==> src/rtl/mcadc_pkg.sv <==
package mcadc_pkg;

    typedef enum logic [2:0] {
        PH_IDLE,
        PH_CNVH,
        PH_CONV,
        PH_READ,
        PH_RTT,
        PH_FIN
    } phase_e;

    function automatic int max_of4(input int a, input int b, input int c, input int d);
        int m;
        m = a;
        if (b > m) m = b;
        if (c > m) m = c;
        if (d > m) m = d;
        return m;
    endfunction

    function automatic int read_cycles(input int nch, input int w, input int lanes);
        return (nch * w) / lanes;
    endfunction

endpackage

==> src/rtl/mcadc_sequencer.sv <==
module mcadc_sequencer
    import mcadc_pkg::*;
#(
    parameter int T_CNVH = 4,
    parameter int T_CONV = 57,
    parameter int T_READ = 16,
    parameter int T_RTT  = 8
) (
    input  logic   clk,
    input  logic   rst,
    input  logic   start,
    output phase_e phase_o
);
    localparam int MAXT  = max_of4(T_CNVH, T_CONV, T_READ, T_RTT);
    localparam int CNT_W = $clog2(MAXT + 1);
    localparam logic [CNT_W-1:0] LD_CNVH = CNT_W'(T_CNVH - 1);
    localparam logic [CNT_W-1:0] LD_CONV = CNT_W'(T_CONV - 1);
    localparam logic [CNT_W-1:0] LD_READ = CNT_W'(T_READ - 1);
    localparam logic [CNT_W-1:0] LD_RTT  = CNT_W'(T_RTT - 1);

    phase_e           ph_q;
    logic [CNT_W-1:0] cnt_q;
    logic             last;

    assign last    = (cnt_q == '0);
    assign phase_o = ph_q;

    always_ff @(posedge clk) begin
        if (rst) begin
            ph_q  <= PH_IDLE;
            cnt_q <= '0;
        end else begin
            case (ph_q)
                PH_IDLE: if (start) begin
                    ph_q  <= PH_CNVH;
                    cnt_q <= LD_CNVH;
                end
                PH_CNVH: if (last) begin
                    ph_q  <= PH_CONV;
                    cnt_q <= LD_CONV;
                end else cnt_q <= cnt_q - CNT_W'(1);
                PH_CONV: if (last) begin
                    ph_q  <= PH_READ;
                    cnt_q <= LD_READ;
                end else cnt_q <= cnt_q - CNT_W'(1);
                PH_READ: if (last) begin
                    ph_q  <= PH_RTT;
                    cnt_q <= LD_RTT;
                end else cnt_q <= cnt_q - CNT_W'(1);
                PH_RTT: if (last) begin
                    ph_q <= PH_FIN;
                end else cnt_q <= cnt_q - CNT_W'(1);
                PH_FIN:  ph_q <= PH_IDLE;
                default: ph_q <= PH_IDLE;
            endcase
        end
    end
endmodule

==> src/rtl/mcadc_lane_capture.sv <==
module mcadc_lane_capture #(
    parameter int LANES    = 8,
    parameter int READ_LEN = 16,
    parameter int T_RTT    = 8
) (
    input  logic                      clk,
    input  logic                      rst,
    input  logic                      rd_active,
    input  logic [LANES-1:0]          sdo,
    output logic [LANES*READ_LEN-1:0] lane_bits_o
);
    // Delay the read-clock enable by the round-trip latency.
    logic [T_RTT-1:0] dly_q;
    logic             cap_en;

    generate
        if (T_RTT == 1) begin : g_dly_one
            always_ff @(posedge clk) begin
                if (rst) dly_q <= '0;
                else     dly_q <= rd_active;
            end
        end else begin : g_dly_line
            always_ff @(posedge clk) begin
                if (rst) dly_q <= '0;
                else     dly_q <= {dly_q[T_RTT-2:0], rd_active};
            end
        end
    endgenerate

    assign cap_en = dly_q[T_RTT-1];

    // One shift register per lane; first received bit ends up at the top.
    generate
        for (genvar l = 0; l < LANES; l++) begin : g_lane
            logic [READ_LEN-1:0] sh_q;
            always_ff @(posedge clk) begin
                if (rst)         sh_q <= '0;
                else if (cap_en) sh_q <= {sh_q[READ_LEN-2:0], sdo[l]};
            end
            assign lane_bits_o[l*READ_LEN +: READ_LEN] = sh_q;
        end
    endgenerate
endmodule

==> src/rtl/mcadc_readout.sv <==
module mcadc_readout
    import mcadc_pkg::*;
#(
    parameter int NCH    = 8,
    parameter int SMP_W  = 16,
    parameter int LANES  = 8,
    parameter int T_CNVH = 4,
    parameter int T_CONV = 57,
    parameter int T_RTT  = 8
) (
    input  logic                   clk,
    input  logic                   rst,
    input  logic                   start,
    output logic                   adc_cnv,
    output logic                   adc_sck,
    input  logic [LANES-1:0]       adc_sdo,
    output logic                   busy,
    output logic                   done,
    output logic [NCH*SMP_W-1:0]   samples
);
    localparam int CPL      = NCH / LANES;
    localparam int READ_LEN = read_cycles(NCH, SMP_W, LANES);

    phase_e                      phase;
    logic [LANES*READ_LEN-1:0]   lane_bits;
    logic [NCH*SMP_W-1:0]        ordered;
    logic [NCH*SMP_W-1:0]        samples_q;
    logic                        done_q;

    mcadc_sequencer #(
        .T_CNVH (T_CNVH),
        .T_CONV (T_CONV),
        .T_READ (READ_LEN),
        .T_RTT  (T_RTT)
    ) seq_i (
        .clk     (clk),
        .rst     (rst),
        .start   (start),
        .phase_o (phase)
    );

    mcadc_lane_capture #(
        .LANES    (LANES),
        .READ_LEN (READ_LEN),
        .T_RTT    (T_RTT)
    ) cap_i (
        .clk         (clk),
        .rst         (rst),
        .rd_active   (phase == PH_READ),
        .sdo         (adc_sdo),
        .lane_bits_o (lane_bits)
    );

    // Slot k takes ADC channel NCH-1-k from its lane position.
    generate
        for (genvar k = 0; k < NCH; k++) begin : g_slot
            localparam int CH  = NCH - 1 - k;
            localparam int LN  = CH / CPL;
            localparam int POS = CH % CPL;
            assign ordered[k*SMP_W +: SMP_W] =
                lane_bits[LN*READ_LEN + READ_LEN - 1 - POS*SMP_W -: SMP_W];
        end
    endgenerate

    always_ff @(posedge clk) begin
        if (rst) begin
            done_q    <= 1'b0;
            samples_q <= '0;
        end else begin
            done_q <= (phase == PH_FIN);
            if (phase == PH_FIN) samples_q <= ordered;
        end
    end

    assign adc_cnv = (phase == PH_CNVH);
    assign adc_sck = (phase == PH_READ);
    assign busy    = (phase != PH_IDLE);
    assign done    = done_q;
    assign samples = samples_q;
endmodule

==> config.mk <==
export PLATFORM = sky130hd
export DESIGN_NAME = mcadc_readout
export DESIGN_NICKNAME = d
export VERILOG_FILES = /design/src/rtl/mcadc_pkg.sv /design/src/rtl/mcadc_sequencer.sv /design/src/rtl/mcadc_lane_capture.sv /design/src/rtl/mcadc_readout.sv
export SDC_FILE = /design/constraint.sdc
export NUM_CORES = 1
export LEC_CHECK = 0
export CAP_MARGIN = 10
export CORE_AREA = 4 4 186 188
export CTS_CLUSTER_SIZE = 30
export DETAILED_ROUTE_END_ITERATION = 10
export DIE_AREA = 0 0 190 192
export PLACE_DENSITY = 0.55
export SLEW_MARGIN = 25
export SYNTH_ARGS = -nofsm -noshare
export SYNTH_HDL_FRONTEND = slang
export SYNTH_SLANG_ARGS = --single-unit
==> constraint.sdc <==
create_clock -name clk -period 1.8 [get_ports clk]
set_input_delay 0.54 -clock clk [delete_from_list [all_inputs] [get_ports clk]]
set_output_delay 0.54 -clock clk [all_outputs]
set_load 0.01 [all_outputs]
==> results_dict.tcl, run 1 <==
set metrics [dict create \
    status "complete, but fails checks" \
    violations "negative setup slack" \
    synth_area_per_cell_sq_um 8.966 \
    clk_pin_slew_worst_paths_ns 0.06 \
    wirelength_um 22040 \
    dpl.hpwl_um 13500 \
    cts_tree "done" \
    final_area_sq_um 12780 \
    synth_top_cell_by_area "dfxtp_1" \
    p_total_mw 14.26 \
    synth_cells 1089 \
    vias 7562 \
    ctsHoldBuffers 0 \
    insertion_delay_ns 0.54 \
    finalCriticalPeriod_ns 1.933 \
    maxSlewHeadroom_pct 65.09 \
    place.gp.congestion 0.7680 \
    yosys_warnings 0 \
    synth_edf_count 0 \
    arrival_ns 1.39 \
    wl_per_cell_um 12.99 \
    h-tree-depth 1 \
    grt.overflow.total 0 \
    drtAntennaViolNets 0 \
    setup_viol_count_final 1 \
    initial_core_util_pct 29.49 \
    layout.cells.non_filler 1697 \
    grt_pass1_wl_um 36630 \
    synth.area.top_cells "dfxtp_1, mux2i_1, nand2_1, a21oi_1, nor2_1" \
    synth_top_flop_cell "dfxtp_1" \
    cts.sinks 274 \
    worstMarginPinSlew_ns 0.5236 \
    hold_viol 0 \
    max_freq_mhz 517.4 \
    cp_data_required_time_ns 1.26 \
    p_leak_nw 4.888 \
    drive_gt1_share_pct 9.688 \
    placedCellCount 1638 \
    max_cap_viol_count 0 \
    powerDensity_nw_per_um2 1115 \
    fin_ws_ns -0.1327 \
    slowest_stage "or3_4" \
    async_reset_ff_share_pct 0 \
    regArea_sq_um 5495 \
    crit_chain "or3_4 -> buf_6" \
    highest_layer "met4" \
    grt_use_total_pct 11.76 \
    nets 1242 \
    dr.pass1.iters 6 \
    coreArea_sq_um 33110 \
    fin_skew_ns 0.008022 \
    dieArea_sq_um 36480 \
    drt-initial-drc-count 335 \
    grt_antenna_before_repair 0 \
    seq_area_frac_synth_pct 56.18 \
    met2_wirelength_um 9993 \
    end_kind "output port" \
    syn-num-nets 1102 \
    synth_top_area_share_pct 56.18 \
    crit_type "reg -> out" \
    grt_start_max_net_pins 87 \
    port_buffers 142 \
    dieHeight_um 192 \
    fillers 3438 \
    rsz0062_at_grt "yes" \
    area_growth_pct 30.93 \
    diodes 0 \
    fp.dieW_um 190 \
    multi_input_area_sq_um 4019 \
    layout_common_cells "dfxtp_1, nand2_1, a21oi_1" \
    drc 0 \
    numCtsBuffers 29 \
    rows 67 \
    slew_viol_final 0 \
    yosysUniqueCellTypes 39 \
    vias_per_cell 4.456 \
    wl_met3_um 1210 \
    clockBufferDepth 3 \
    ios 143 \
    syn_area_sq_um 9764 \
    cts_root_buf "clkbuf_16" \
    synth-seq-cells 274 \
    place_ws_ns 0.01448 \
    slowest_delay_ns 0.39 \
    grt_pass1_vias 7193 \
    wl_met1_um 10380 \
    period_share_pct 107.4 \
    path_max_fanout 4 \
    critPathLaunchType "register" \
    dpl_cell_area_sq_um 11870 \
    ir_drop_mv 0.7611 \
    final_common_cell "dfxtp_1" \
    hp-class "reg -> reg" \
]
-- report_power, final --
| group | internal, mW | switching, mW |
|---|---|---|
| Combinational | 1.01 | 1.13 |
| Sequential | 6.16 | 0.0853 |
| Clock | 3.46 | 2.41 |
| Total | 10.6 | 3.63 |
-- path summary, 6_finish.rpt --
check | startpoint | slack, ns | endpoint | depth (start not counted)
max reg2reg | seq_i.cnt_q[1] | 0.02 | seq_i.cnt_q[3] | 7
min | cap_i.dly_q[6] | 0.43 | cap_i.dly_q[7] | 1
min reg2reg | cap_i.dly_q[6] | 0.43 | cap_i.dly_q[7] | 1
max | seq_i.phase_o[2] | -0.13 | busy | 2
-- logic make-up after synthesis --
family	synth area share [%]
simple gates	17.89
flops	56.18
compound gates	8.919
mux	13.22
buf+inv	3.357
xor+xnor	0.1794
fa+ha+maj	0.2562
-- critical path, delay by kind of cell, from the launching register on --
family	cells	cell delay (ns)
buffers and inverters	1	0.13
DFF	1	0.33
and+or+nand+nor	1	0.39
-- sequential cells by signal, summed over array words and instances (netlist names) --
name / flops
cap_i.g_lane.sh_q: 128
cap_i.dly_q: 8
samples: 128
seq_i.cnt_q: 6
seq_i.phase_o: 3
done: 1
-- through the flow --
| stage | util [%] | hold WS [ns] | TNS, ns |
|---|---|---|---|
| after floorplan | - | 0.4138 | 0 |
| after global placement | 35.86 | 0.4173 | 0 |
| after detailed placement | 35.86 | 0.4239 | 0 |
| after CTS | 38.35 | 0.4335 | -0.2190 |
| after global routing | 38.61 | 0.4500 | -0.4738 |
| final | 38.61 | 0.4282 | -0.1327 |
-- cell usage after synthesis (2+ instances only) --
| library cell | count |
|---|---|
| a21oi_1 | 139 |
| a31oi_1 | 4 |
| and2_1 | 2 |
| buf_1 | 8 |
| buf_2 | 19 |
| clkbuf_1 | 50 |
| dfxtp_1 | 274 |
| ha_1 | 2 |
| inv_1 | 4 |
| mux2i_1 | 129 |
| nand2_1 | 266 |
| nand2b_1 | 3 |
| nand3_1 | 2 |
| nand4_1 | 2 |
| nor2_1 | 139 |
| nor2b_1 | 9 |
| nor3_1 | 7 |
| o21ai_0 | 6 |
| o22ai_1 | 2 |
| or3_1 | 3 |
-- layer usage --
layer	vias up	GRT usage (%)
met1	3539	15.93
met2	131	18.88
met4	0	3.144
met5	-	0
li1	3855	-
met3	37	2.799
-- cell type report --
type / count / area share (%)
Clock buffer: 43 / 6.792
Clock inverter: 8 / 0.5676
Inverter: 4 / 0.1174
Multi-Input combinational cell: 734 / 31.43
Sequential cell: 274 / 42.98
Tap cell: 448 / 4.384
Timing Repair Buffer: 186 / 13.72
-- timing repair --
action / in CTS / in global routing
setup buffers: 3 / 5
resized for setup: 151 / 21
hold endpoints to repair: 0 / 0
pin swaps: 4 / 9
endpoints found under the setup margin: 133 / 12
gates cloned: 0 / 0
No activity file was read; power rests on OpenSTA's default activity.
==> run 2: changes to the inputs <==
Settings changed: CORE_AREA 4 4 186 188 to 4 4 238 147, DIE_AREA 0 0 190 192 to 0 0 242 151.
==> run 2 against run 1 <==
Compared with the run above: the flow still finishes with violations (negative setup slack); critical endpoint unchanged; sequential share of layout area up 0.080 points; worst setup slack lost 0.0030 ns; wire length up 5.4%.
==> results_dict.tcl, run 2 (same netlist as run 1, synthesis figures left out) <==
set metrics [dict create \
    status "complete, but fails checks" \
    violations "negative setup slack" \
    insertion_delay_ns 0.53 \
    hp-class "in -> reg" \
    ir_drop_mv 0.6064 \
    p_switching_mw 3.481 \
    cts_root_buf "clkbuf_16" \
    fin_ws_ns -0.1357 \
    vias 7549 \
    p_leak_nw 4.878 \
    period_share_pct 107.5 \
    dr.pass1.iters 6 \
    setup_tns_ns -0.1357 \
    cp_data_required_time_ns 1.26 \
    grt_start_max_net_pins 77 \
    p_seq_share_pct 45.8 \
    slew_viol_final 0 \
    port_buffers 142 \
    setup_viol_count_final 1 \
    clk_pin_slew_worst_paths_ns 0.06 \
    dieArea_sq_um 36540 \
    cts.sinks 274 \
    grt_use_total_pct 12.36 \
    layout.cells.non_filler 1677 \
    grt_pass1_wl_um 38160 \
    h-tree-depth 1 \
    drt-initial-drc-count 406 \
    coreArea_sq_um 33050 \
    dieHeight_um 151 \
    area_growth_pct 30.69 \
    cp.buffers_inverters 1 \
    finalCriticalPeriod_ns 1.936 \
    p_sw_share_pct 25.37 \
    maxSlewHeadroom_pct 61.48 \
    drtAntennaViolNets 0 \
    comb_power_share_pct 14.1 \
    p_int_mw 10.24 \
    crit_type "reg -> out" \
    wl_per_cell_um 13.85 \
    end_kind "output port" \
    ctsHoldBuffers 0 \
    grt_pass1_vias 7319 \
    max_freq_mhz 516.6 \
    cts_tree "done" \
    dpl.hpwl_um 14880 \
    grt_antenna_before_repair 0 \
    arrival_ns 1.40 \
    critPathLaunchType "register" \
    path_max_fanout 4 \
    grt.overflow.total 0 \
    layout_common_cells "dfxtp_1, nand2_1, a21oi_1" \
    powerDensity_nw_per_um2 1075 \
    vias_per_cell 4.501 \
    final_common_cell "dfxtp_1" \
    path_delay_family "simple AND/OR/NAND/NOR gates" \
    slowest_delay_ns 0.39 \
    postLayoutCoreUtil_pct 38.61 \
    drc 0 \
    ios 143 \
    crit_chain "or3_4 -> buf_6" \
    rsz0062_at_grt "yes" \
    diodes 0 \
    place.gp.congestion 0.7591 \
    nets 1242 \
    hold_viol 0 \
    wirelength_um 23230 \
    numCtsBuffers 27 \
    holdWs_ns 0.3787 \
    worstMarginPinSlew_ns 0.5770 \
    placedCellCount 1627 \
    initial_core_util_pct 29.54 \
    power_frac_clock_pct 40.1 \
    p_total_mw 13.72 \
    clockBufferDepth 3 \
    slowest_stage "or3_4" \
    fin_skew_ns 0.01745 \
    fp.dieW_um 242 \
    drive_gt1_share_pct 9.237 \
    rows 52 \
    max_cap_viol_count 0 \
]
[run 2: changes by cell type in the layout (fill, tap and decap cells not counted), moves of 2 or more]
| cell | change |
|---|---|
| buf_12 | +7 |
| o21ai_0 | +2 |
| buf_6 | -2 |
| clkdlybuf4s15_1 | -2 |
| clkinv_2 | -3 |
| buf_4 | -3 |
| inv_6 | -2 |
[run 2: power by group through the flow]
stage | logic (mW) | clock network, mW | registers [mW]
after floorplan | 1.08 | 0 | 6.38
after global placement | 1.69 | 0 | 6.38
after detailed placement | 1.70 | 0 | 6.39
after CTS | 1.77 | 5.71 | 6.27
after global routing | 2.11 | 5.97 | 6.29
final | 1.94 | 5.50 | 6.28
[run 2: path summary, 6_finish.rpt]
| path | from | to | slack, ns | cells after the start |
|---|---|---|---|---|
| worst max-delay path | seq_i.phase_o[1] | busy | -0.14 | 2 |
| worst max register to register | seq_i.cnt_q[1] | seq_i.cnt_q[1] | 0.02 | 7 |
| worst min-delay path | rst | samples[92] | 0.38 | 2 |
| worst min register to register | cap_i.dly_q[6] | cap_i.dly_q[7] | 0.43 | 1 |
[run 2: stage by stage]
step                setup WS [ns]  area, sq um
detailed placement      -0.005903        11980
floorplan                 0.02104         9767
global route              -0.1740        12760
finish                    -0.1357        12760
global placement          0.02561        11980
CTS                       -0.1529        12700
[run 2: cell type report]
class,instances,area (sq um)
clock buffers,42,843.3
clock inverters,3,17.52
fillers,3392,20290
inverters,4,15.01
multi-input cells,734,4006
flip-flops and latches,274,5495
well taps,432,540.5
repair buffers,188,1843
[run 2: repair_timing]
action,4_1_cts,5_1_grt
pin swaps,4,6
endpoints found under the setup margin,133,12
resized for setup,151,11
buffers inserted,1,4
[run 2: routing by layer]
metal	wire length, um	vias up	GRT usage [%]	part of all wire [%]
li1	-	3857	-	-
met1	11510	3539	17.04	50
met2	10070	115	19.50	43
met3	1173	38	3.468	5.0
met4	479	0	2.609	2.1
met5	0	-	0	0
==> run 3: changes to the inputs <==
Settings changed: PLACE_DENSITY 0.55 to 0.53.
Clock period 1.8 ns to 2.2 ns, I/O delays scaled along.
==> run 3 against run 2 <==
Compared with the run above: the flow now finishes without violations; count of clock-buffer cells in the layout fell by 3; critical path depth fell by 1; register-to-register slack improved by 0.14 ns; worst setup slack improved by 0.20 ns; largest power group unchanged.
==> results_dict.tcl, run 3 (same netlist as run 1, synthesis figures left out) <==
set metrics [dict create \
    status "finished clean" \
    grt_start_max_net_pins 130 \
    hold_start "cap_i.dly_q[6]" \
    wl_met1_um 11210 \
    worstMarginPinSlew_ns 0.6143 \
    r2r_start "seq_i.cnt_q[0]" \
    cts_tree "done" \
    end_kind "output port" \
    slowest_delay_ns 0.56 \
    wl_per_cell_um 13.85 \
    path_max_fanout 2 \
    drtAntennaViolNets 0 \
    area_growth_pct 29.46 \
    reg2reg_depth 7 \
    layout_common_cells "dfxtp_1, nand2_1, a21oi_1" \
    h-tree-depth 1 \
    insertion_delay_ns 0.54 \
    cts_root_buf "clkbuf_16" \
    drc 0 \
    grt_antenna_before_repair 0 \
    cp.buffers_inverters 1 \
    place_ws_ns 0.1718 \
    drive_gt1_share_pct 6.393 \
    arrival_ns 1.48 \
    wl_met3_um 1439 \
    r2r_end "seq_i.phase_o[0]" \
    setup_tns_ns 0 \
    wirelength_um 22890 \
    crit_type "reg -> out" \
    clockBufferDepth 3 \
    numCtsBuffers 28 \
    ios 143 \
    powerDensity_nw_per_um2 890.5 \
    grt_pass1_wl_um 37010 \
    p_leak_nw 4.172 \
    cp.depth 1 \
    fp.dieW_um 242 \
    nets 1212 \
    dieArea_sq_um 36540 \
    clk_pin_slew_worst_paths_ns 0.06 \
    r2r_slack_ns 0.16 \
    setup_viol_count_final 0 \
    highest_layer "met4" \
    slew_viol_final 0 \
    critPathLaunchType "register" \
    slowest_stage "clkdlybuf4s50_1" \
    dr.pass1.iters 6 \
    hp-class "reg -> reg" \
    crit_chain "clkdlybuf4s50_1" \
    rows 52 \
    fin_ws_ns 0.06403 \
    p_total_mw 11.26 \
    vias 7460 \
    vias_per_cell 4.516 \
    max_freq_mhz 468.2 \
    hold_depth 1 \
    diodes 0 \
    grt_pass1_vias 6927 \
    final_common_cell "dfxtp_1" \
    ir_drop_mv 0.5049 \
    port_buffers 142 \
    coreArea_sq_um 33050 \
    hold_path_end "cap_i.dly_q[7]" \
    drt-initial-drc-count 352 \
    initial_core_util_pct 29.54 \
    place.gp.congestion 0.7435 \
    maxSlewHeadroom_pct 59.05 \
    grt_use_total_pct 12.06 \
    max_cap_viol_count 0 \
    path_delay_family "buffers and inverters" \
    dpl.hpwl_um 13850 \
    fillers 3399 \
    hold_viol 0 \
    grt.overflow.total 0 \
    fin_skew_ns 0.01326 \
    cts.sinks 274 \
    dieHeight_um 151 \
    met2_wirelength_um 9859 \
    period_share_pct 97.09 \
    finalCriticalPeriod_ns 2.136 \
    ctsHoldBuffers 0 \
    cp_data_required_time_ns 1.54 \
    postLayoutCoreUtil_pct 38.25 \
]
run 3: changes by cell type in the layout (fill, tap and decap cells not counted), sizes merged:
cell / previous run / this run
clkdlybuf4s50: 9 / 135
dlygate4sd2: 126 / 1
buf: 49 / 16
clkinv: 2 / 7
clkbuf: 44 / 40
bufinv: 0 / 3
dlymetal6s2s: 0 / 3
clkdlybuf4s15: 2 / 1
inv: 4 / 5
run 3: per-layer routing:
metal | vias up | global-route usage, %
li1 | 3797 | -
met1 | 3505 | 16.67
met2 | 127 | 18.70
met3 | 31 | 3.751
met4 | 0 | 2.522
met5 | - | 0
run 3: cell type report:
type / instances / area [sq um] / area share (%)
flip-flops and latches: 274 / 5494 / 43.46
multi-input cells: 734 / 3969 / 31.40
repair buffers: 157 / 1664 / 13.16
clock buffers: 39 / 814.5 / 6.444
well taps: 432 / 540.5 / 4.276
clock inverters: 12 / 143.9 / 1.138
inverters: 4 / 15.01 / 0.1188
run 3: how the worst max path moves through the flow:
stage                startpoint                to  slack (ns)
2_1_floorplan    seq_i.cnt_q[0]  seq_i.phase_o[0]        0.37
3_3_place_gp   seq_i.phase_o[0]           adc_sck        0.24
3_5_place_dp     seq_i.cnt_q[0]  seq_i.phase_o[0]        0.17
4_1_cts             samples[85]       samples[85]       0.003
5_1_grt        seq_i.phase_o[2]           adc_sck      -0.007
6_report            samples[59]       samples[59]        0.06
run 3: per-stage QoR:
step                area [sq um]  instances  hold WS (ns)
finish                     12640       1652        0.4290
global route               12640       1652        0.4490
CTS                        12630       1652        0.4326
detailed placement         11670       1601        0.4223
global placement           11670       1601        0.4149
floorplan                   9764       1089        0.4138
run 3: worst register-to-register path, stage by stage (launching register included):
cell	delay, ns
dfxtp_1	0.34
inv_1	0.15
ha_2	0.24
or4b_4	0.54
nor2_8	0.17
nand2_2	0.09
a221oi_2	0.28
o21ba_1	0.16
run 3: power by group:
part,internal (mW),switching (mW),leakage (nW)
combinational,0.456,0.714,1.49
sequential,5.04,0.133,2.21
clock,2.94,1.98,0.474
total,8.43,2.83,4.17
run 3: repair_timing:
action,4_1_cts,5_1_grt
cloned,0,0
setup buffers,0,0
gates resized for setup,10,6
setup endpoints to repair,3,6
